## src/rtl/jump_seq_pkg.sv

```systemverilog
package jump_seq_pkg;

  localparam int ST_W = 3;

  typedef enum logic [ST_W-1:0] {
    ST_FETCH    = 3'd0,
    ST_OP_WAIT  = 3'd1,
    ST_DECODE   = 3'd2,
    ST_FETCH_LO = 3'd3,
    ST_LO_WAIT  = 3'd4,
    ST_FETCH_HI = 3'd5,
    ST_HI_WAIT  = 3'd6
  } seq_state_e;

  // Steps that put a byte address on the bus and advance the counter
  function automatic logic is_byte_fetch(seq_state_e s);
    return (s == ST_FETCH) || (s == ST_FETCH_LO) || (s == ST_FETCH_HI);
  endfunction

endpackage

```

## src/rtl/jump_seq_pc.sv

```systemverilog
module jump_seq_pc #(
  parameter int ADDR_W = 16
) (
  input  logic              clk,
  input  logic              rst,
  input  logic              inc,
  input  logic              load,
  input  logic [ADDR_W-1:0] load_val,
  output logic [ADDR_W-1:0] pc
);

  localparam logic [ADDR_W-1:0] ONE = ADDR_W'(1);

  // Modulo-2^ADDR_W step: all ones rolls over to zero
  function automatic logic [ADDR_W-1:0] step(input logic [ADDR_W-1:0] v);
    return v + ONE;
  endfunction

  always_ff @(posedge clk) begin
    if (rst)       pc <= '0;
    else if (load) pc <= load_val;
    else if (inc)  pc <= step(pc);
  end

endmodule

```

## src/rtl/jump_seq_hold.sv

```systemverilog
module jump_seq_hold #(
  parameter int W = 8
) (
  input  logic         clk,
  input  logic         rst,
  input  logic         en,
  input  logic [W-1:0] d,
  output logic [W-1:0] q
);

  always_ff @(posedge clk) begin
    if (rst)     q <= '0;
    else if (en) q <= d;
  end

endmodule

```

## src/rtl/jump_seq_ctrl.sv

```systemverilog
module jump_seq_ctrl
  import jump_seq_pkg::*;
#(
  parameter int              DATA_W  = 8,
  parameter logic [DATA_W-1:0] JUMP_OP = 8'hC3
) (
  input  logic              clk,
  input  logic              rst,
  input  logic [DATA_W-1:0] opcode,
  output seq_state_e        state,
  output logic              pc_inc,
  output logic              pc_load,
  output logic              op_cap,
  output logic              lo_cap
);

  seq_state_e nxt;

  function automatic logic is_jump(input logic [DATA_W-1:0] op);
    return op == JUMP_OP;
  endfunction

  always_ff @(posedge clk) begin
    if (rst) state <= ST_FETCH;
    else     state <= nxt;
  end

  always_comb begin
    nxt = ST_FETCH;
    unique case (state)
      ST_FETCH:    nxt = ST_OP_WAIT;
      ST_OP_WAIT:  nxt = ST_DECODE;
      ST_DECODE:   nxt = is_jump(opcode) ? ST_FETCH_LO : ST_FETCH;
      ST_FETCH_LO: nxt = ST_LO_WAIT;
      ST_LO_WAIT:  nxt = ST_FETCH_HI;
      ST_FETCH_HI: nxt = ST_HI_WAIT;
      ST_HI_WAIT:  nxt = ST_FETCH;
      default:     nxt = ST_FETCH;
    endcase
  end

  assign pc_inc  = is_byte_fetch(state);
  assign pc_load = (state == ST_HI_WAIT);
  assign op_cap  = (state == ST_OP_WAIT);
  assign lo_cap  = (state == ST_LO_WAIT);

endmodule

```

## src/rtl/jump_seq.sv

```systemverilog
module jump_seq
  import jump_seq_pkg::*;
#(
  parameter int                DATA_W  = 8,
  parameter logic [DATA_W-1:0] JUMP_OP = 8'hC3,
  localparam int               ADDR_W  = 2 * DATA_W
) (
  input  logic              clk,
  input  logic              rst,
  output logic [ADDR_W-1:0] mem_addr,
  input  logic [DATA_W-1:0] mem_rdata,
  output logic [ST_W-1:0]   dbg_state,
  output logic [DATA_W-1:0] dbg_opcode
);

  localparam int SLOT_OP = 0;
  localparam int SLOT_LO = 1;
  localparam int N_SLOTS = 2;

  // Target address: second operand byte on top, first below
  function automatic logic [ADDR_W-1:0] join_target(
    input logic [DATA_W-1:0] hi, input logic [DATA_W-1:0] lo);
    return {hi, lo};
  endfunction

  seq_state_e          state;
  logic                pc_inc, pc_load, op_cap, lo_cap;
  logic [ADDR_W-1:0]   pc, target;
  logic [N_SLOTS-1:0]  cap;
  logic [DATA_W-1:0]   slot_q [N_SLOTS];
  logic [DATA_W-1:0]   opcode_q, lo_byte;

  jump_seq_ctrl #(.DATA_W(DATA_W), .JUMP_OP(JUMP_OP)) u_ctrl (
    .clk     (clk),
    .rst     (rst),
    .opcode  (opcode_q),
    .state   (state),
    .pc_inc  (pc_inc),
    .pc_load (pc_load),
    .op_cap  (op_cap),
    .lo_cap  (lo_cap)
  );

  assign cap[SLOT_OP] = op_cap;
  assign cap[SLOT_LO] = lo_cap;

  for (genvar g = 0; g < N_SLOTS; g++) begin : g_slot
    jump_seq_hold #(.W(DATA_W)) u_hold (
      .clk (clk),
      .rst (rst),
      .en  (cap[g]),
      .d   (mem_rdata),
      .q   (slot_q[g])
    );
  end

  assign opcode_q = slot_q[SLOT_OP];
  assign lo_byte  = slot_q[SLOT_LO];
  assign target   = join_target(mem_rdata, lo_byte);

  jump_seq_pc #(.ADDR_W(ADDR_W)) u_pc (
    .clk      (clk),
    .rst      (rst),
    .inc      (pc_inc),
    .load     (pc_load),
    .load_val (target),
    .pc       (pc)
  );

  assign mem_addr   = pc;
  assign dbg_state  = state;
  assign dbg_opcode = opcode_q;

endmodule

```

## config.mk

```make
export PLATFORM = sky130hd
export DESIGN_NAME = jump_seq
export DESIGN_NICKNAME = d
export VERILOG_FILES = /design/src/rtl/jump_seq_pkg.sv /design/src/rtl/jump_seq_pc.sv /design/src/rtl/jump_seq_hold.sv /design/src/rtl/jump_seq_ctrl.sv /design/src/rtl/jump_seq.sv
export SDC_FILE = /design/constraint.sdc
export NUM_CORES = 1
export LEC_CHECK = 0
export BUFFER_PORTS_ARGS = -buffer_cell sky130_fd_sc_hd__buf_2
export CORE_ASPECT_RATIO = 0.8
export CORE_UTILIZATION = 25
export CTS_BUF_LIST = sky130_fd_sc_hd__clkbuf_4
export CTS_CLUSTER_SIZE = 10
export DETAILED_ROUTE_END_ITERATION = 8
export PLACE_DENSITY = 0.52
export REMOVE_ABC_BUFFERS = 1
export SLEW_MARGIN = 20
export SYNTH_ARGS = -nofsm -noshare
export SYNTH_HDL_FRONTEND = slang
export SYNTH_SLANG_ARGS = --single-unit
```

## constraint.sdc

```tcl
create_clock -name clk -period 1.8 [get_ports clk]
set_input_delay 0.54 -clock clk [delete_from_list [all_inputs] [get_ports clk]]
set_output_delay 0.54 -clock clk [all_outputs]
set_load 0.1 [all_outputs]
```

After elaboration in Yosys (flattened, before gate mapping)
Cells that the tools add are included.
{"block": "op_classes", "n_reduce_logical": 4, "n_mux": 4, "eq_ne": 7, "addsub": 1}
{"op": "$mux W16", "count": 2}
{"op": "$pmux W3 S6", "count": 1}
{"op": "$add A16 B1 Y16 const B", "count": 1}
{"op": "$eq A3 B3 Y1 const B", "count": 3}
{"op": "$eq A8 B8 Y1 const B", "count": 1}
{"op": "$eq A3 B2 Y1 const B", "count": 2}
{"op": "$eq A3 B1 Y1 const B", "count": 1}
{"op": "$logic_not A3 Y1", "count": 1}
{"op": "$logic_or A1 B1 Y1", "count": 2}
{"op": "$mux W2", "count": 1}
{"op": "$reduce_bool A2 Y1", "count": 1}
{"block": "word_totals", "reg_bits": 35, "input_bits": 10, "word_cells": 20, "output_inout_bits": 27}

Longest topological paths before layout
Gate-level depths: netlist (run 1).
{"block": "depth", "word_depth": 5, "depth_mapped": 7, "depth_no_buf": 5}

Modules after synthesis
Synthesis (run 1) repeated with hierarchy kept, for this count alone.
{"block": "hier_totals", "hier_cells": 186, "area_unflattened_um2": 1749.2}
{"mod": "jump_seq_pc", "area_each_um2": 984.7, "cells_each": 112, "n_inst": 1, "seq_area_each_um2": 320.3}
{"mod": "jump_seq_hold", "area_each_um2": 285.3, "cells_each": 26, "n_inst": 2, "seq_area_each_um2": 160.2}
{"mod": "jump_seq_ctrl", "area_each_um2": 193.9, "cells_each": 22, "n_inst": 1, "seq_area_each_um2": 60.1}

Worst setup path before layout (run 1)
Ideal clock, no wire load.
{"block": "synth_timing", "path_type": "register to register", "from": "reg u_pc.pc[0]", "to": "reg u_pc.pc[12]", "period_less_slack_ns": 2.466, "arrival_ns": 2.392, "required_ns": 1.726, "setup_slack_ns": -0.666, "path_buffers": 0, "setup_time_ns": 0.074, "stages_incl_launch_ff": 6, "cell_sequence": "dfxtp_1 > ha_1 > and4_2 > nand3_1 > or4_1 > a31oi_1"}
{"block": "synth_via", "elab_chain_cells": 3}
{"element": "from (decl)", "line": "jump_seq_pc.sv:9", "text": "output logic [ADDR_W-1:0] pc"}
{"element": "from (signal assigned)", "line": "jump_seq_pc.sv:21", "text": "else if (load) pc <= load_val;"}
{"element": "from (signal assigned)", "line": "jump_seq_pc.sv:22", "text": "else if (inc) pc <= step(pc);"}
{"element": "$add A16 B1 Y16", "line": "jump_seq_pc.sv:16", "text": "return v + ONE;"}
{"element": "$mux W16", "line": "jump_seq_pc.sv:22"}
{"element": "$mux W16", "line": "jump_seq_pc.sv:21"}
No other way between the ends. The select of a mux whose other input is x is not followed.
A chain may end at the register's enable or synchronous reset.

Final worst setup path (run 1)
{"block": "layout_timing", "from": "reg u_pc.pc[15]", "to": "out mem_addr[15]"}
{"element": "to (decl)", "line": "jump_seq.sv:10", "text": "output logic [ADDR_W-1:0] mem_addr,"}
No word-level cell between the ends.

==> results_dict.tcl, run 1 <==
set metrics [dict create \
    synth_top_family_by_area "simple AND/OR/NAND/NOR gates" \
    ioPinCount 37 \
    crit_path_end_kind "output port" \
    worstMarginPinSlew_ps 545.1 \
    synth_mux_area_frac 0.09059 \
    switchingPower_uw 659.4 \
    synth.top_cell.area_share 0.3963 \
    finalHoldViolations 0 \
    wl_per_cell_um 14.48 \
    p_sw_frac 0.3746 \
    dp_slack_ps 139.0 \
    timing.critical_path.from "u_pc.pc[15]" \
    use_met2 0.1865 \
    worstSetupPathType "reg -> out" \
    maxSlewViolCount 0 \
    cts.sinks 35 \
    p_seq_frac 0.473 \
    gp_congestion 0.7740 \
    peakVddDrop_mv 0.3952 \
    vias 1666 \
    post_cts_buffers 0 \
    synthesis.instances 198 \
    synthTopCellsByArea "dfxtp_1, mux2i_1, nor2_1" \
    yosys-top-cells-count "dfxtp_1, nor2_1, mux2i_1, a21oi_1" \
    grt_max_degree 36 \
    synth_xor_area_frac 0.02902 \
    clockBufferDepth 2 \
    portBuffers 36 \
    die-area_um2 7414 \
    p_per_area_nw_per_um2 763.2 \
    p_int_uw 1101 \
    core_area_um2 6858 \
    grt-ovfl-total 0 \
    power.leakage_uw 0.0008832 \
    ant_nets 0 \
    max_cap_viol_count 0 \
    die_h_um 77.22 \
    max_slew_margin 0.6366 \
    finalSetupViolCount 0 \
    nFillCells 726 \
    critPathTopFamily "buffers and inverters" \
    gr-usage-met1 0.2160 \
    drt_iter0_markers 103 \
    fin_ws_ps 71.78 \
    period_needed_ps 1728 \
    worstPathRequired_ps 1260 \
    dpl.hpwl_um 3468 \
    die_x_um 96.02 \
    gr-usage-met3 0.03571 \
    timing.critical_path.buf_inv 1 \
    fmax_mhz 578.6 \
    p_total_uw 1760 \
    comb_power_share 0.287 \
    synth_seq_cells 35 \
    finClkSkew_ps 10.45 \
    numCtsBuffers 5 \
    grt_pass1_wl_um 7976 \
    synth-async-reset-ratio 0 \
    start_kind "flop" \
    status "completed" \
    critical_path.slowest_cell "buf_2" \
    clkTransAtPathRegs_ps 120 \
    clock_power_share 0.241 \
    critical_path.max_stage_delay_ps 450 \
    wl_um 4837 \
    clk_latency_ps 340 \
    synth_flop_cell "dfxtp_1" \
    worstReg2RegStart "u_pc.pc[6]" \
    synth_compound_area_frac 0.1861 \
    rows 27 \
    vias_per_cell 4.988 \
    top_usage_layer "met1" \
    htreeDepth 2 \
    fin_crit_sh 0.9601 \
    track_usage 0.1379 \
    drtPass1Iterations 4 \
    cts_root_buf "clkbuf_4" \
    path_cells "buf_2" \
    cp_max_fo 4 \
    hp-class "in -> reg" \
    fin_hold_ws_ps 486.9 \
    synth_fa_ha_area_frac 0.007077 \
    seq_area_frac_synth 0.3963 \
    synth_edf_count 0 \
    antenna_found_initial 0 \
    yosysUniqueCellTypes 50 \
    yosys.area_share.simple 0.2463 \
    syn_to_final_growth_pct 30.43 \
    synth.avg_cell_area_um2 8.929 \
    finish.net_count 257 \
    drive_gt1_frac 0.3117 \
    syn_area_um2 1768 \
    synth_warnings 0 \
    synth_area_leader_cell "dfxtp_1" \
    cts_hold_buf 0 \
    grt_pass1_vias 1511 \
    arrival_ps 1190 \
    yosysMostFrequentCell "dfxtp_1" \
    drc 0 \
    start_util 0.2578 \
    hp-start "mem_rdata[2]" \
    diodes 0 \
    cts_tree "built" \
    rsz0062_at_grt "no" \
]
worst paths after layout:
path                            cells past startpoint  slack, ps               endpoint
worst min register to register                      2        500             u_pc.pc[1]
worst max register to register                      5        130            u_pc.pc[14]
worst max-delay path                                1         70           mem_addr[15]
worst min-delay path                                3        490  g_slot[1].u_hold.q[2]
power groups by stage:
stage / registers, uW / clock network [uW] / logic, uW
after floorplan: 1060 / 0 / 120
after global placement: 848 / 0 / 497
after detailed placement: 848 / 0 / 497
after CTS: 831 / 435 / 500
after global routing: 837 / 483 / 531
final: 832 / 424 / 504
layout by cell type, fill, tap and decap left out, types with 4 or more instances in the layout:
cell      count
a21oi_1      12
a22oi_1       7
a31oi_1       8
and2_1        5
buf_12        6
buf_2        20
buf_4        20
clkbuf_4     14
dfxtp_1      34
mux2i_1      16
nand2_1       8
nand3_1       8
nand4_1       4
nor2_1       19
nor3_1        4
o211ai_1      4
o21ai_0       9
what timing repair did:
action	4_1_cts	5_1_grt
endpoints found under the hold margin	0	0
resized for setup	2	12
setup endpoints to repair	2	13
worst register-to-register path: cells and delay by family (launching register included):
| kind | cells | cell delay [ps] |
|---|---|---|
| AO/OA/AOI/OAI | 1 | 140 |
| AND/OR/NAND/NOR | 3 | 880 |
| buffers and inverters | 1 | 180 |
| flip-flops | 1 | 420 |
sequential cells by signal, indices dropped and copies added, names as in the netlist:
name	cells
u_ctrl.state	3
g_slot.u_hold.q	16
u_pc.pc	16
metal layers:
| metal | share of wire | wire, um |
|---|---|---|
| met1 | 0.54 | 2624 |
| met2 | 0.41 | 1979 |
| met3 | 0.043 | 206 |
| met4 | 0.0056 | 27 |
| met5 | 0 | 0 |
cells by family (layout without fill, tap and decap cells):
logic type      count (synthesis)  after routing
compound gates                 51             51
simple gates                   75             75
buf+inv                        15             64
flops                          35             35
fa+ha+maj                       1              1
xor+xnor                        5              5
mux                            16             16
layout make-up:
cell class / instances / area, um^2 / area share
Tap cell: 87 / 108.9 / 0.04721
Sequential cell: 35 / 701.9 / 0.3044
Clock buffer: 5 / 37.54 / 0.01628
Clock inverter: 3 / 15.01 / 0.006511
Multi-Input combinational cell: 148 / 1001 / 0.4341
Timing Repair Buffer: 55 / 437.9 / 0.1899
Inverter: 1 / 3.754 / 0.001628
metrics by stage:
step	cells	util	setup TNS, ps	instance area, um^2
floorplan	184	-	-13880	1693
global placement	326	0.3226	0	2212
detailed placement	326	0.3226	0	2212
CTS	334	0.3310	0	2270
global route	334	0.3363	0	2306
finish	334	0.3363	0	2306
(Power assumes the default switching activity.)
==> run 2: changes to the inputs <==
==> constraint.sdc (replaced) <==
create_clock -name clk -period 1.4 [get_ports clk]
set_input_delay 0.42 -clock clk [delete_from_list [all_inputs] [get_ports clk]]
set_output_delay 0.42 -clock clk [all_outputs]
set_load 0.1 [all_outputs]
==> run 2 against run 1 <==
Effect of this change:
- the flow now finishes with violations (setup timing)
- cell count up 16%
- clock power up 20%
- non-clock buffer count up 55
- clock-buffer cell count unchanged
==> results_dict.tcl, run 2 (same netlist as run 1, synthesis figures left out) <==
set metrics [dict create \
    antenna_found_initial 0 \
    fin_crit_sh 1.097 \
    max_cap_viol_count 0 \
    grt_pass1_wl_um 9190 \
    hp-class "in -> reg" \
    finalHoldViolations 0 \
    htreeDepth 2 \
    dpl.hpwl_um 3771 \
    dp_slack_ps -245.9 \
    finish.net_count 312 \
    wl_um 5684 \
    finalSetupViolCount 19 \
    wl_per_cell_um 14.65 \
    worstPathRequired_ps 1670 \
    grt-ovfl-total 0 \
    cts_root_buf "clkbuf_4" \
    cp_max_fo 7 \
    arrival_ps 1810 \
    die-area_um2 7414 \
    start_kind "flop" \
    diodes 0 \
    rows 27 \
    die_h_um 77.22 \
    fmax_mhz 650.9 \
    track_usage 0.1605 \
    core_area_um2 6858 \
    design_area_um2 3286 \
    drt_iter0_markers 142 \
    maxSlewViolCount 0 \
    critical_path.max_stage_delay_ps 520 \
    status "finished with violations" \
    crit_path_end_kind "flop" \
    period_needed_ps 1536 \
    critical_path.slowest_cell "or4b_1" \
    cts_tree "built" \
    clk_latency_ps 340 \
    clkTransAtPathRegs_ps 110 \
    violations "setup timing" \
    syn_to_final_growth_pct 85.85 \
    finClkSkew_ps 7.320 \
    gp_congestion 0.7863 \
    path_cells "buf_6, nor3_4, a21oi_4, or4b_1, a31oi_1" \
    worstMarginPinSlew_ps 328.3 \
    worstSetupPathType "reg -> reg" \
    grt_max_degree 36 \
    drtPass1Iterations 4 \
    ant_nets 0 \
    vias 1907 \
    rsz0062_at_grt "yes" \
    cts.sinks 35 \
    dp.cells 355 \
    numCtsBuffers 5 \
    die_x_um 96.02 \
    instances_no_fill 388 \
    start_util 0.2578 \
    mostFrequentLayoutCell "buf_4" \
    p_per_area_nw_per_um2 768.5 \
    timing.critical_path.buf_inv 1 \
    critPathTopFamily "simple AND/OR/NAND/NOR gates" \
    clockBufferDepth 2 \
    place_area_um2 2785 \
    peakVddDrop_mv 0.6193 \
    portBuffers 36 \
    drc 0 \
    fin_ws_ps -136.4 \
    max_slew_margin 0.7783 \
    grt_pass1_vias 1834 \
    power.leakage_uw 0.001303 \
    drive_gt1_frac 0.5615 \
    vias_per_cell 4.915 \
    ioPinCount 37 \
    reg.largest.list "g_slot.u_hold.q x16, u_pc.pc x16, u_ctrl.state x3" \
    layout_common_cells "buf_4, buf_12, buf_6" \
]
[run 2: path summary, 6_finish.rpt]
check | from | end | slack [ps] | cells after the start
setup reg to reg | u_ctrl.state[2] | u_pc.pc[15] | -140 | 5
setup / recovery | u_ctrl.state[2] | u_pc.pc[15] | -140 | 5
hold / removal | mem_rdata[4] | g_slot[1].u_hold.q[4] | 360 | 3
hold reg to reg | g_slot[1].u_hold.q[1] | u_pc.pc[1] | 470 | 2
[run 2: final cells by class]
cell class	count	area, um^2
sequential	35	740.7
fill	632	3572
multi-input combinational	148	1121
inverter	1	3.754
clock buffer	5	37.54
timing repair buffer	110	1265
clock inverter	2	8.758
tap	87	108.9
[run 2: power breakdown]
part           switching [uW]  total, uW  internal, uW
clock network             329        507           178
logic                     523        931           408
registers                47.7       1090          1040
total                     900       2530          1630
[run 2: per-stage QoR]
step             util  hold WS [ps]  power [uW]  TNS [ps]
2_1_floorplan       -         449.1        1519    -28280
3_3_place_gp   0.4061         467.9        1884     -1558
3_5_place_dp   0.4061         465.5        1886     -2041
4_1_cts        0.4594         364.5        2486     -1092
5_1_grt        0.4791         376.3        2630     -2907
6_report       0.4791         364.6        2525     -1175
[run 2: what timing repair did]
item,CTS,global route
hold buffers,0,0
pin swaps,18,12
gates resized for setup,56,27
endpoints found under the setup margin,35,56
buffers inserted,19,8
[run 2: per-layer routing]
metal  wire (um)  GRT usage  vias up
met3         355    0.03671        7
met1        2675     0.2212      890
li1            -          -      946
met2        2605     0.2518       64
met4          47    0.03582        0
met5           0          0        -
[run 2: tightest hold or removal path, stage by stage]
cell	delay, ps
buf_2	110
mux2i_1	70
nor2_1	70
